### src/rtl/mgc_pkg.sv
package mgc_pkg;
  localparam int unsigned FUNC_W   = 4;
  localparam int unsigned FN_LOW   = 0;
  localparam int unsigned FN_HIGH  = 1;
  localparam int unsigned FN_MUTE0 = 2;
endpackage

### src/rtl/mgc_zero_run.sv
module mgc_zero_run #(
  parameter int unsigned RUN_LEN = 8192
) (
  input  logic clk_i,
  input  logic rst_ni,
  input  logic valid_i,
  input  logic zero_i,
  output logic det_o
);
  localparam int unsigned CNT_W = $clog2(RUN_LEN + 1);
  localparam logic [CNT_W-1:0] CNT_MAX = CNT_W'(RUN_LEN);

  logic [CNT_W-1:0] cnt_q;

  always_ff @(posedge clk_i or negedge rst_ni) begin
    if (!rst_ni) cnt_q <= '0;
    else if (valid_i) begin
      if (!zero_i) cnt_q <= '0;
      else if (cnt_q != CNT_MAX) cnt_q <= cnt_q + 1'b1;
    end
  end

  assign det_o = (cnt_q == CNT_MAX);
endmodule

### src/rtl/mgc_ovf_hold.sv
module mgc_ovf_hold #(
  parameter int unsigned NUM_ADC = 2
) (
  input  logic               clk_i,
  input  logic               rst_ni,
  input  logic [NUM_ADC-1:0] ovf_i,
  input  logic               clr_i,
  output logic [NUM_ADC-1:0] held_o
);
  logic [NUM_ADC-1:0] sticky_q;

  // new overflow wins over a clear in the same cycle
  assign held_o = ovf_i | (sticky_q & {NUM_ADC{~clr_i}});

  always_ff @(posedge clk_i or negedge rst_ni) begin
    if (!rst_ni) sticky_q <= '0;
    else         sticky_q <= held_o;
  end
endmodule

### src/rtl/mgc_gpo_sel.sv
module mgc_gpo_sel
  import mgc_pkg::*;
#(
  parameter int unsigned NUM_DAC = 6,
  parameter int unsigned NUM_ADC = 2
) (
  input  logic               clk_i,
  input  logic               rst_ni,
  input  logic [FUNC_W-1:0]  func_i,
  input  logic [NUM_DAC-1:0] ch_mute_i,
  input  logic [NUM_ADC-1:0] ovf_held_i,
  output logic               gpo_o
);
  localparam int unsigned OVF0 = FN_MUTE0 + NUM_DAC;

  logic sel;
  logic gpo_q;

  always_comb begin
    sel = 1'b0;
    if (func_i == FUNC_W'(FN_HIGH)) sel = 1'b1;
    for (int c = 0; c < NUM_DAC; c++)
      if (func_i == FUNC_W'(FN_MUTE0 + c)) sel = ch_mute_i[c];
    for (int a = 0; a < NUM_ADC; a++)
      if (func_i == FUNC_W'(OVF0 + a)) sel = ovf_held_i[a];
  end

  always_ff @(posedge clk_i or negedge rst_ni) begin
    if (!rst_ni) gpo_q <= 1'b0;
    else         gpo_q <= sel;
  end

  assign gpo_o = gpo_q;
endmodule

### src/rtl/mgc_mute_drv.sv
module mgc_mute_drv (
  input  logic clk_i,
  input  logic rst_ni,
  input  logic pdn_i,
  input  logic soft_rst_i,
  input  logic ratio_err_i,
  input  logic force_i,
  input  logic all_zero_i,
  input  logic pol_i,
  output logic mute_o,
  output logic oe_o
);
  logic active;
  logic mute_q, oe_q;

  assign active = soft_rst_i | ratio_err_i | force_i | all_zero_i;

  always_ff @(posedge clk_i or negedge rst_ni) begin
    if (!rst_ni) begin
      mute_q <= 1'b0;
      oe_q   <= 1'b0;
    end else begin
      oe_q   <= ~pdn_i;
      mute_q <= pdn_i ? 1'b0 : (active ? pol_i : ~pol_i);
    end
  end

  assign mute_o = mute_q;
  assign oe_o   = oe_q;
endmodule

### src/rtl/mgc_mute_gpo.sv
module mgc_mute_gpo
  import mgc_pkg::*;
#(
  parameter int unsigned NUM_DAC = 6,
  parameter int unsigned NUM_ADC = 2,
  parameter int unsigned NUM_GPO = 7,
  parameter int unsigned RUN_LEN = 8192
) (
  input  logic                      clk_i,
  input  logic                      rst_ni,
  input  logic                      pdn_i,
  input  logic                      soft_rst_i,
  input  logic                      ratio_err_i,
  input  logic                      mute_force_i,
  input  logic                      mute_pol_i,
  input  logic [NUM_DAC-1:0]        dac_mute_i,
  input  logic                      smp_valid_i,
  input  logic [NUM_DAC-1:0]        dac_zero_i,
  input  logic [NUM_ADC-1:0]        adc_ovf_i,
  input  logic                      ovf_clr_i,
  input  logic [NUM_GPO*FUNC_W-1:0] gpo_func_i,
  output logic                      mute_o,
  output logic                      mute_oe_o,
  output logic [NUM_GPO-1:0]        gpo_o
);
  logic [NUM_DAC-1:0] zero_det;
  logic [NUM_DAC-1:0] ch_mute;
  logic [NUM_ADC-1:0] ovf_held;
  logic               all_zero;

  for (genvar c = 0; c < NUM_DAC; c++) begin : g_zero
    mgc_zero_run #(.RUN_LEN(RUN_LEN)) u_run (
      .clk_i  (clk_i),
      .rst_ni (rst_ni),
      .valid_i(smp_valid_i),
      .zero_i (dac_zero_i[c]),
      .det_o  (zero_det[c])
    );
  end

  assign ch_mute  = dac_mute_i | zero_det;
  assign all_zero = &zero_det;

  mgc_ovf_hold #(.NUM_ADC(NUM_ADC)) u_ovf (
    .clk_i (clk_i),
    .rst_ni(rst_ni),
    .ovf_i (adc_ovf_i),
    .clr_i (ovf_clr_i),
    .held_o(ovf_held)
  );

  mgc_mute_drv u_mute (
    .clk_i      (clk_i),
    .rst_ni     (rst_ni),
    .pdn_i      (pdn_i),
    .soft_rst_i (soft_rst_i),
    .ratio_err_i(ratio_err_i),
    .force_i    (mute_force_i),
    .all_zero_i (all_zero),
    .pol_i      (mute_pol_i),
    .mute_o     (mute_o),
    .oe_o       (mute_oe_o)
  );

  for (genvar k = 0; k < NUM_GPO; k++) begin : g_gpo
    mgc_gpo_sel #(.NUM_DAC(NUM_DAC), .NUM_ADC(NUM_ADC)) u_sel (
      .clk_i     (clk_i),
      .rst_ni    (rst_ni),
      .func_i    (gpo_func_i[k*FUNC_W +: FUNC_W]),
      .ch_mute_i (ch_mute),
      .ovf_held_i(ovf_held),
      .gpo_o     (gpo_o[k])
    );
  end
endmodule

### config.mk
export PLATFORM = sky130hd
export DESIGN_NAME = mgc_mute_gpo
export DESIGN_NICKNAME = d
export VERILOG_FILES = /design/src/rtl/mgc_pkg.sv /design/src/rtl/mgc_zero_run.sv /design/src/rtl/mgc_ovf_hold.sv /design/src/rtl/mgc_gpo_sel.sv /design/src/rtl/mgc_mute_drv.sv /design/src/rtl/mgc_mute_gpo.sv
export SDC_FILE = /design/constraint.sdc
export NUM_CORES = 1
export LEC_CHECK = 0
export BUFFER_PORTS_ARGS = -buffer_cell sky130_fd_sc_hd__buf_2
export CAP_MARGIN = 10
export CORE_MARGIN = 2
export CORE_UTILIZATION = 30
export CTS_BUF_LIST = sky130_fd_sc_hd__clkbuf_16
export CTS_CLUSTER_DIAMETER = 150
export DETAILED_ROUTE_END_ITERATION = 8
export PLACE_DENSITY_LB_ADDON = 0.3
export SETUP_SLACK_MARGIN = 0.4
export SLEW_MARGIN = 20
export SYNTH_ARGS = -nofsm -noshare
export SYNTH_HDL_FRONTEND = slang
export SYNTH_SLANG_ARGS = --single-unit
### constraint.sdc
create_clock -name clk_i -period 1.8 [get_ports clk_i]
set_input_delay 0.27 -clock clk_i [delete_from_list [all_inputs] [get_ports clk_i]]
set_output_delay 0.27 -clock clk_i [all_outputs]
set_load 0.005 [all_outputs]
# Word-level counts from Yosys, hierarchy flattened
# Cells that the tools add are included.
# word_totals
register_bits	95
elab_cells	196
out_inout_bits	9
n_memories	0
in_bits	51
romBits	0
latch_bits	0
mem_bits_rw	0
# op_classes
bitwise	9
n_lt_le_gt_ge	0
n_reduce_logical	7
n_shift	0
eq_ne	81
n_mul	0
muxes	77
div_mod_pow	0
n_addsub	6
# op_table
cell	count
$mux W14	12
$eq A4 B3 Y1 const B	28
$add A14 B1 Y14 const B	6
$eq A14 B14 Y1 const B	6
$ne A14 B14 Y1 const B	6
$mux W1	65
$eq A4 B2 Y1 const B	14
$eq A4 B4 Y1 const B	14
$eq A4 B1 Y1 const B	7
$ne A2 B1 Y1 const B	6
$reduce_and A2 Y1	6
$or A6 B6 Y6	1
$reduce_and A6 Y1	1
$not A1 Y1	3
$or A1 B1 Y1	3
$and A2 B2 Y2	1
$or A2 B2 Y2	1

# Depth between registers and ports, before layout
# Gate-level depths: netlist of the first run.
# depth
ltp_word	10
depth_mapped	8
ltp_nobuf	7

# Cells and area by module
# A second synthesis of the first run with hierarchy kept.
# unflattened
hier_cells	712
hier_area_um2	6110.9
# by_module_without_submodules
mod	cells_per_inst	instances	area_per_inst_um2	seq_area_each_um2
mgc_zero_run	100	6	849.6	350.3
mgc_gpo_sel	13	7	115.1	25.0
mgc_mute_drv	7	1	87.6	50.0
mgc_ovf_hold	5	1	68.8	50.0
mgc_mute_gpo	9	1	51.3	0.0

# Worst setup path before layout of the first run
# OpenSTA, ideal clock, no wires.
# synth_path
path_type	register -> register
start	reg g_zero[3].u_run.cnt_q[0]
end	reg g_gpo[1].u_sel.gpo_q
path_stages_with_launch	9
slack_ps	-48
synth_period_minus_slack_ps	1848
setup_ps	101
required_time_ps	1699
path_buffers	1
arrival_time_ps	1747
path_cell_list	dfrtp_1 > inv_1 > ha_1 > nor4b_1 > nand4_1 > clkbuf_8 > a31o_2 > o311a_1 > nor4_1
# synth_between
elab_chain_len	7
# synth_rtl
item	line_no	source
from (decl)	mgc_zero_run.sv:13	logic [CNT_W-1:0] cnt_q;
from (signal assigned)	mgc_zero_run.sv:19	else if (cnt_q != CNT_MAX) cnt_q <= cnt_q + 1'b1;
$eq A14 B14 Y1	mgc_zero_run.sv:23	assign det_o = (cnt_q == CNT_MAX);
$or A6 B6 Y6	mgc_mute_gpo.sv:41	assign ch_mute = dac_mute_i | zero_det;
$mux W1 (3 in series)	mgc_gpo_sel.sv:23	if (func_i == FUNC_W'(FN_MUTE0 + c)) sel = ch_mute_i[c];
$mux W1 (2 in series)	mgc_gpo_sel.sv:25	if (func_i == FUNC_W'(OVF0 + a)) sel = ovf_held_i[a];
via g_gpo[1].u_sel.sel	mgc_gpo_sel.sv:16	logic sel;
to (signal assigned)	mgc_gpo_sel.sv:30	else gpo_q <= sel;
to (decl)	mgc_gpo_sel.sv:17	logic gpo_q;
# The timed path passes the listed nets, and every way through them passes these cells.
# A chain may end at the register's enable or synchronous reset.

# Final worst setup path of the first run
# layout_path
start	reg g_zero[1].u_run.cnt_q[11]
end	reg u_mute.mute_q (netlist: u_mute.mute_o)
# layout_between
elab_chain_len	5
# layout_rtl
item	line_no	source
from (decl)	mgc_zero_run.sv:13	
from (signal assigned)	mgc_zero_run.sv:19	
$eq A14 B14 Y1	mgc_zero_run.sv:23	
$reduce_and A6 Y1	mgc_mute_gpo.sv:42	assign all_zero = &zero_det;
$or A1 B1 Y1	mgc_mute_drv.sv:16	assign active = soft_rst_i | ratio_err_i | force_i | all_zero_i;
$mux W1 (2 in series)	mgc_mute_drv.sv:24	mute_q <= pdn_i ? 1'b0 : (active ? pol_i : ~pol_i);
to (signal assigned)	mgc_mute_drv.sv:24	
to (decl)	mgc_mute_drv.sv:14	logic mute_q, oe_q;
# Every way passes these cells.

==> results of run 1 <==
==> flip-flops by register name, indices dropped and copies added, names as in the netlist <==
| signal | flops |
|---|---|
| u_mute.mute_o | 1 |
| u_mute.oe_o | 1 |
| g_gpo.u_sel.gpo_o | 7 |
| g_zero.u_run.cnt_q | 84 |
| u_ovf.sticky_q | 2 |
==> per-layer routing <==
| metal | track usage | share of wire | up-vias |
|---|---|---|---|
| met5 | 0 | 0 | - |
| met2 | 0.2670 | 0.49 | 82 |
| met3 | 0.03365 | 0.031 | 17 |
| li1 | - | - | 2773 |
| met1 | 0.2184 | 0.46 | 2738 |
| met4 | 0.04377 | 0.013 | 0 |
==> where the power goes <==
part           internal [mW]  switching (mW)  total (mW)  leakage [nW]
Sequential              2.21          0.0418        2.25          1.29
Clock                   1.22           0.865        2.09         0.152
Combinational          0.423           0.506       0.929          2.34
==> cell usage in the layout (no fill, tap or decap), types with 12 or more instances in the layout <==
master / Yosys / routed
nor2_1: 81 / 77
xor2_1: 26 / 26
o21ai_1: 2 / 21
inv_1: 31 / 28
buf_2: 5 / 58
nand3_1: 34 / 26
dfrtp_1: 95 / 94
nand4_1: 22 / 22
xnor2_1: 18 / 15
nand2_1: 58 / 49
buf_4: 7 / 115
o21ai_0: 41 / 12
buf_6: 2 / 44
==> path summary, 6_finish.rpt <==
path                                                            start                               endpoint  cells past startpoint
worst max-delay path            g_zero[1].u_run.cnt_q[11]$_DFFE_PN0P_                u_mute.mute_o$_DFF_PN0_                      7
worst min-delay path                                            pdn_i                  u_mute.oe_o$_DFF_PN0_                      2
worst max register to register  g_zero[1].u_run.cnt_q[11]$_DFFE_PN0P_                u_mute.mute_o$_DFF_PN0_                      7
worst min register to register  g_zero[3].u_run.cnt_q[13]$_DFFE_PN0P_  g_zero[3].u_run.cnt_q[13]$_DFFE_PN0P_                      2
max in group asynchronous                                      rst_ni   g_zero[1].u_run.cnt_q[2]$_DFFE_PN0P_                      3
min in group asynchronous                                      rst_ni   g_zero[0].u_run.cnt_q[8]$_DFFE_PN0P_                      3
==> layout make-up <==
type,instances,area [µm²],area share
clock inverter,7,97.59,0.01117
tap,234,292.8,0.03351
inverter,31,116.4,0.01332
timing repair buffer,222,1739,0.1991
sequential,95,2379,0.2723
clock buffer,9,225.2,0.02578
multi-input combinational,493,3886,0.4449
==> timing repair <==
item	CTS	global route
endpoints found under the setup margin	75	84
buffers inserted	29	24
endpoints found under the hold margin	4	0
pin swaps	61	55
hold buffers	1	0
gates resized for setup	108	86
==> stage by stage <==
stage	hold slack [ns]	setup TNS (ns)	setup slack, ns
after floorplan	-0.02559	0	0.01566
after global placement	0.3838	-0.7938	-0.1065
after detailed placement	0.3743	-1.282	-0.1540
after CTS	0.1661	-0.4358	-0.07946
after global routing	0.1731	-3.086	-0.2047
final	0.1523	-0.6740	-0.08713
==> kinds of logic (layout without fill, tap and decap cells) <==
family,count (synthesis),in the layout,share of synthesized area
adder cells (fa/ha/maj),12,12,0.02606
AND/OR/NAND/NOR,310,310,0.2936
multiplexers,3,3,0.005429
XOR/XNOR,44,44,0.06688
flip-flops,95,95,0.4126
buffers and inverters,54,269,0.04517
AO/OA/AOI/OAI,124,124,0.1503
==> impl_metrics.py, run 1 <==
metrics = {
    "drt": {
        "avgRoutedWirePerCell_um": 15.19,
        "firstDrtPassIters": 5,
        "drc": 0,
        "via_count": 5610,
        "drt-initial-drc-count": 301,
        "wirelength_um": 16580,
        "antenna_left": 0,
        "viasPerCell": 5.142,
    },
    "placement": {
        "gp_congestion": 0.8323,
        "hpwl_um": 11000,
        "dpl_cell_area_mm2": 0.007233,
        "io_buffers": 59,
        "place_inst": 1021,
    },
    "logic_synthesis": {
        "yosysMostFrequentCell": "dfrtp_1",
        "synth_top_area_cell": "dfrtp_1",
        "syn_inst": 642,
        "yosys_warnings": 0,
        "seq_area_frac_synth": 0.4126,
        "synth_common_cells": "dfrtp_1, nor2_1, nand2_1",
        "syn_nets": 705,
        "synth_area_leaders": "dfrtp_1, nor2_1, xor2_1, nand2_1, o21ai_0",
        "synth_top_cell_area_share": 0.4126,
        "synth.avg_cell_area_um2": 8.975,
        "synthArstFlopShare": 1.000,
        "synth_top_flop_cell": "dfrtp_1",
        "synth_edf_count": 0,
        "synth_area_mm2": 0.005762,
        "ys_types": 62,
        "synth_seq_cells": 95,
    },
    "run_status": {
        "status": "finished with violations",
        "violations": "negative setup slack",
    },
    "final_layout": {
        "fin_cells": 1091,
        "diodes": 0,
        "final_cell_area_mm2": 0.008736,
        "drive_above_1_share": 0.4364,
        "final_util": 0.4655,
        "fin_nets": 915,
        "syn2layout_area_growth_pct": 51.62,
        "fillers": 1712,
    },
    "floorplanning": {
        "die_h_um": 142.6,
        "die_area_mm2": 0.02033,
        "start_util": 0.3070,
        "core_area_mm2": 0.01877,
        "row_count": 50,
        "boundaryPins": 60,
        "fp.dieW_um": 142.6,
    },
    "worst_setup_path": {
        "crit_fanout": 3,
        "arrival_ns": 2.11,
        "max_stage_delay_ns": 0.39,
        "cp_num_buf_inv": 2,
        "reg2reg_slack_ns": -0.09,
        "worstSetupEndpointType": "register",
        "crit_top_cell": "buf_4",
        "cp.required_ns": 2.03,
        "crit_chain": "nor4_2 -> nand4_1 -> buf_4 -> nor4_1 -> buf_4 -> mux2i_1 -> nand3_1",
        "path_class": "register to register",
        "cp_slowest_cell": "dfrtp_1",
        "cp-start-kind": "register",
        "crit_family": "simple AND/OR/NAND/NOR gates",
    },
    "timing": {
        "maxSlewViolCount": 0,
        "fin_crit_sh": 1.048,
        "setup_violations": 12,
        "finClkSkew_ns": 0.007511,
        "rsz0062_at_grt": "true",
        "hold_viol": 0,
        "slew_headroom": 0.4894,
        "final.min_clock_period_ns": 1.887,
        "worst_slew_pin_slew_ns": 0.7631,
        "clock.fmax_mhz": 529.9,
        "worst_slack_ns": -0.08713,
    },
    "clock_network": {
        "clk_pin_slew_worst_paths_ns": 0.07,
        "htree_levels": 3,
        "clock_latency_ns": 0.35,
        "clock_path_buffers": 2,
        "cts_num_sinks": 95,
        "numCtsBuffers": 9,
        "clk_root_buffer_cell": "clkbuf_16",
        "tritoncts": "done",
    },
    "grt": {
        "grt_usage": 0.1628,
        "grt_pass1_wl_um": 26710,
        "grt_overflow_total": 0,
        "grt_max_degree": 96,
        "grt_pass1_vias": 5448,
        "grt_antenna_before_repair": 0,
    },
    "job": {
        "maxCapViolCount": 0,
    },
    "power": {
        "vdd_drop_max_mv": 0.4476,
        "power_density_mw_per_mm2": 602.3,
        "power.leakage_nw": 3.784,
        "power_mw": 5.261,
    },
    "worst_hold_path": {
        "hp-class": "primary input to register",
    },
}
No activity file was read; power rests on OpenSTA's default activity.
==> run 2: changes to the inputs <==
clock period = 1.52 ns   (was 1.8 ns; I/O delays follow)
==> run 2 against run 1 <==
Fmax decreased by 1.6%. Highest routed layer unchanged. Non-clock buffer count increased by 25. Count of clock-buffer cells in the layout unchanged. The run still ends with negative setup slack left. Critical path depth decreased by 2. Flip-flop and latch count unchanged.
==> impl_metrics.py, run 2 (synthesis results as in run 1) <==
metrics = {
    "run_status": {
        "status": "finished with violations",
        "violations": "negative setup slack",
    },
    "timing": {
        "hold_viol": 0,
        "finClkSkew_ns": 0.008285,
        "fin_crit_sh": 1.262,
        "setup_violations": 57,
        "worst_slack_ns": -0.3982,
        "slew_headroom": 0.6927,
        "clock.fmax_mhz": 521.3,
        "rsz0062_at_grt": "true",
        "worst_slew_pin_slew_ns": 0.4605,
        "maxSlewViolCount": 0,
        "final.min_clock_period_ns": 1.918,
    },
    "clock_network": {
        "htree_levels": 3,
        "cts_num_sinks": 95,
        "clock_latency_ns": 0.36,
        "clk_pin_slew_worst_paths_ns": 0.07,
        "tritoncts": "done",
        "clk_root_buffer_cell": "clkbuf_16",
        "numCtsBuffers": 9,
        "clock_path_buffers": 2,
    },
    "drt": {
        "avgRoutedWirePerCell_um": 15.50,
        "firstDrtPassIters": 4,
        "viasPerCell": 5.137,
        "top_layer": "met4",
        "drt-initial-drc-count": 309,
        "via_count": 5733,
        "met3WireLength_um": 533,
        "drc": 0,
        "wl_met2_um": 8911,
        "antenna_left": 0,
        "wirelength_um": 17300,
        "wl_met1_um": 7622,
    },
    "floorplanning": {
        "row_count": 50,
        "die_area_mm2": 0.02033,
        "boundaryPins": 60,
        "die_h_um": 142.6,
        "start_util": 0.3070,
        "fp.dieW_um": 142.6,
        "core_area_mm2": 0.01877,
    },
    "power": {
        "power_density_mw_per_mm2": 679.4,
        "power.leakage_nw": 3.985,
        "vdd_drop_max_mv": 0.5246,
    },
    "final_layout": {
        "fin_nets": 940,
        "drive_above_1_share": 0.4785,
        "final_util": 0.4829,
        "syn2layout_area_growth_pct": 57.31,
        "final_common_cell": "buf_4",
        "largest_register_ffs": 84,
        "diodes": 0,
        "final_cell_mix": "buf_4, dfrtp_1, nor2_1, buf_2, buf_6",
        "top_register": "g_zero.u_run.cnt_q",
    },
    "worst_setup_path": {
        "worstSetupEndpointType": "register",
        "cp-start-kind": "register",
        "crit_chain": "nor4_4 -> nand4_4 -> and4_2 -> o311a_1 -> nor4_2",
        "max_stage_delay_ns": 0.43,
        "path_class": "register to register",
        "cp.required_ns": 1.77,
        "cp_slowest_cell": "dfrtp_1",
        "crit_fanout": 7,
        "reg2reg_slack_ns": -0.40,
        "arrival_ns": 2.17,
    },
    "placement": {
        "place_ws_ns": -0.3784,
        "hpwl_um": 12000,
        "io_buffers": 59,
        "gp_congestion": 0.8424,
    },
    "grt": {
        "grt_overflow_total": 0,
        "grt_pass1_vias": 5739,
        "grt_pass1_wl_um": 28350,
        "grt_antenna_before_repair": 0,
        "grt_usage": 0.1735,
        "grt_max_degree": 31,
    },
    "job": {
        "maxCapViolCount": 0,
    },
    "worst_hold_path": {
        "hp-class": "primary input to register",
    },
}
-- run 2: cell types whose count changed in the layout (fill, tap and decap cells not counted), sizes merged --
cell / change
clkinvlp: -1
bufinv: -1
buf: +25
inv: +2
-- run 2: worst max-delay path: cells and delay by family (launching register included) --
| kind | cells | cell delay, ns |
|---|---|---|
| AO/OA/AOI/OAI | 1 | 0.35 |
| AND/OR/NAND/NOR | 4 | 1.03 |
| flip-flops | 1 | 0.43 |
-- run 2: worst paths after layout --
check | start | end | cells after the start
worst max register to register | g_zero[5].u_run.cnt_q[3]$_DFFE_PN0P_ | g_gpo[6].u_sel.gpo_o$_DFF_PN0_ | 5
max in group asynchronous | rst_ni | g_zero[0].u_run.cnt_q[3]$_DFFE_PN0P_ | 3
worst min register to register | g_zero[4].u_run.cnt_q[13]$_DFFE_PN0P_ | g_zero[4].u_run.cnt_q[13]$_DFFE_PN0P_ | 2
worst max-delay path | g_zero[5].u_run.cnt_q[3]$_DFFE_PN0P_ | g_gpo[6].u_sel.gpo_o$_DFF_PN0_ | 5
min in group asynchronous | rst_ni | g_zero[2].u_run.cnt_q[4]$_DFFE_PN0P_ | 2
worst min-delay path | pdn_i | u_mute.oe_o$_DFF_PN0_ | 2
-- run 2: cell type report --
type                       instances  area, µm²
sequential                        95       2380
inverter                          31      116.4
clock buffer                       9      225.2
tap                              234      292.8
multi-input combinational        493       4028
fill                            1710       9704
clock inverter                     7      63.81
timing repair buffer             247       1958
-- run 2: timing repair --
item,CTS,global route
hold buffers,1,0
pin swaps,51,52
buffers inserted,23,16
gates resized for setup,115,81
endpoints found under the setup margin,91,93
hold endpoints to repair,26,0
-- run 2: power breakdown --
part | internal [mW] | total (mW) | switching [mW]
Sequential | 2.61 | 2.66 | 0.0518
Clock | 1.27 | 2.32 | 1.05
Combinational | 0.552 | 1.18 | 0.626
-- run 2: metal layers --
layer / track usage / vias to the layer above
met4: 0.04013 / 0
li1: - / 2811
met5: 0 / -
met3: 0.03533 / 18
met1: 0.2257 / 2799
met2: 0.2966 / 105
-- run 2: stage by stage --
step                      hold slack [ns]  setup TNS (ns)  area [µm²]  total power [mW]  cells
after floorplan                  -0.06759          -4.645        6062             3.166    642
after global placement             0.1974          -11.15        7639             3.642   1060
after detailed placement           0.2001          -11.70        7639             3.649   1060
after CTS                         0.08492          -9.731        8616             6.136   1100
after global routing              0.09723          -17.67        9064             6.470   1116
final                             0.09646          -11.17        9064             6.158   1116
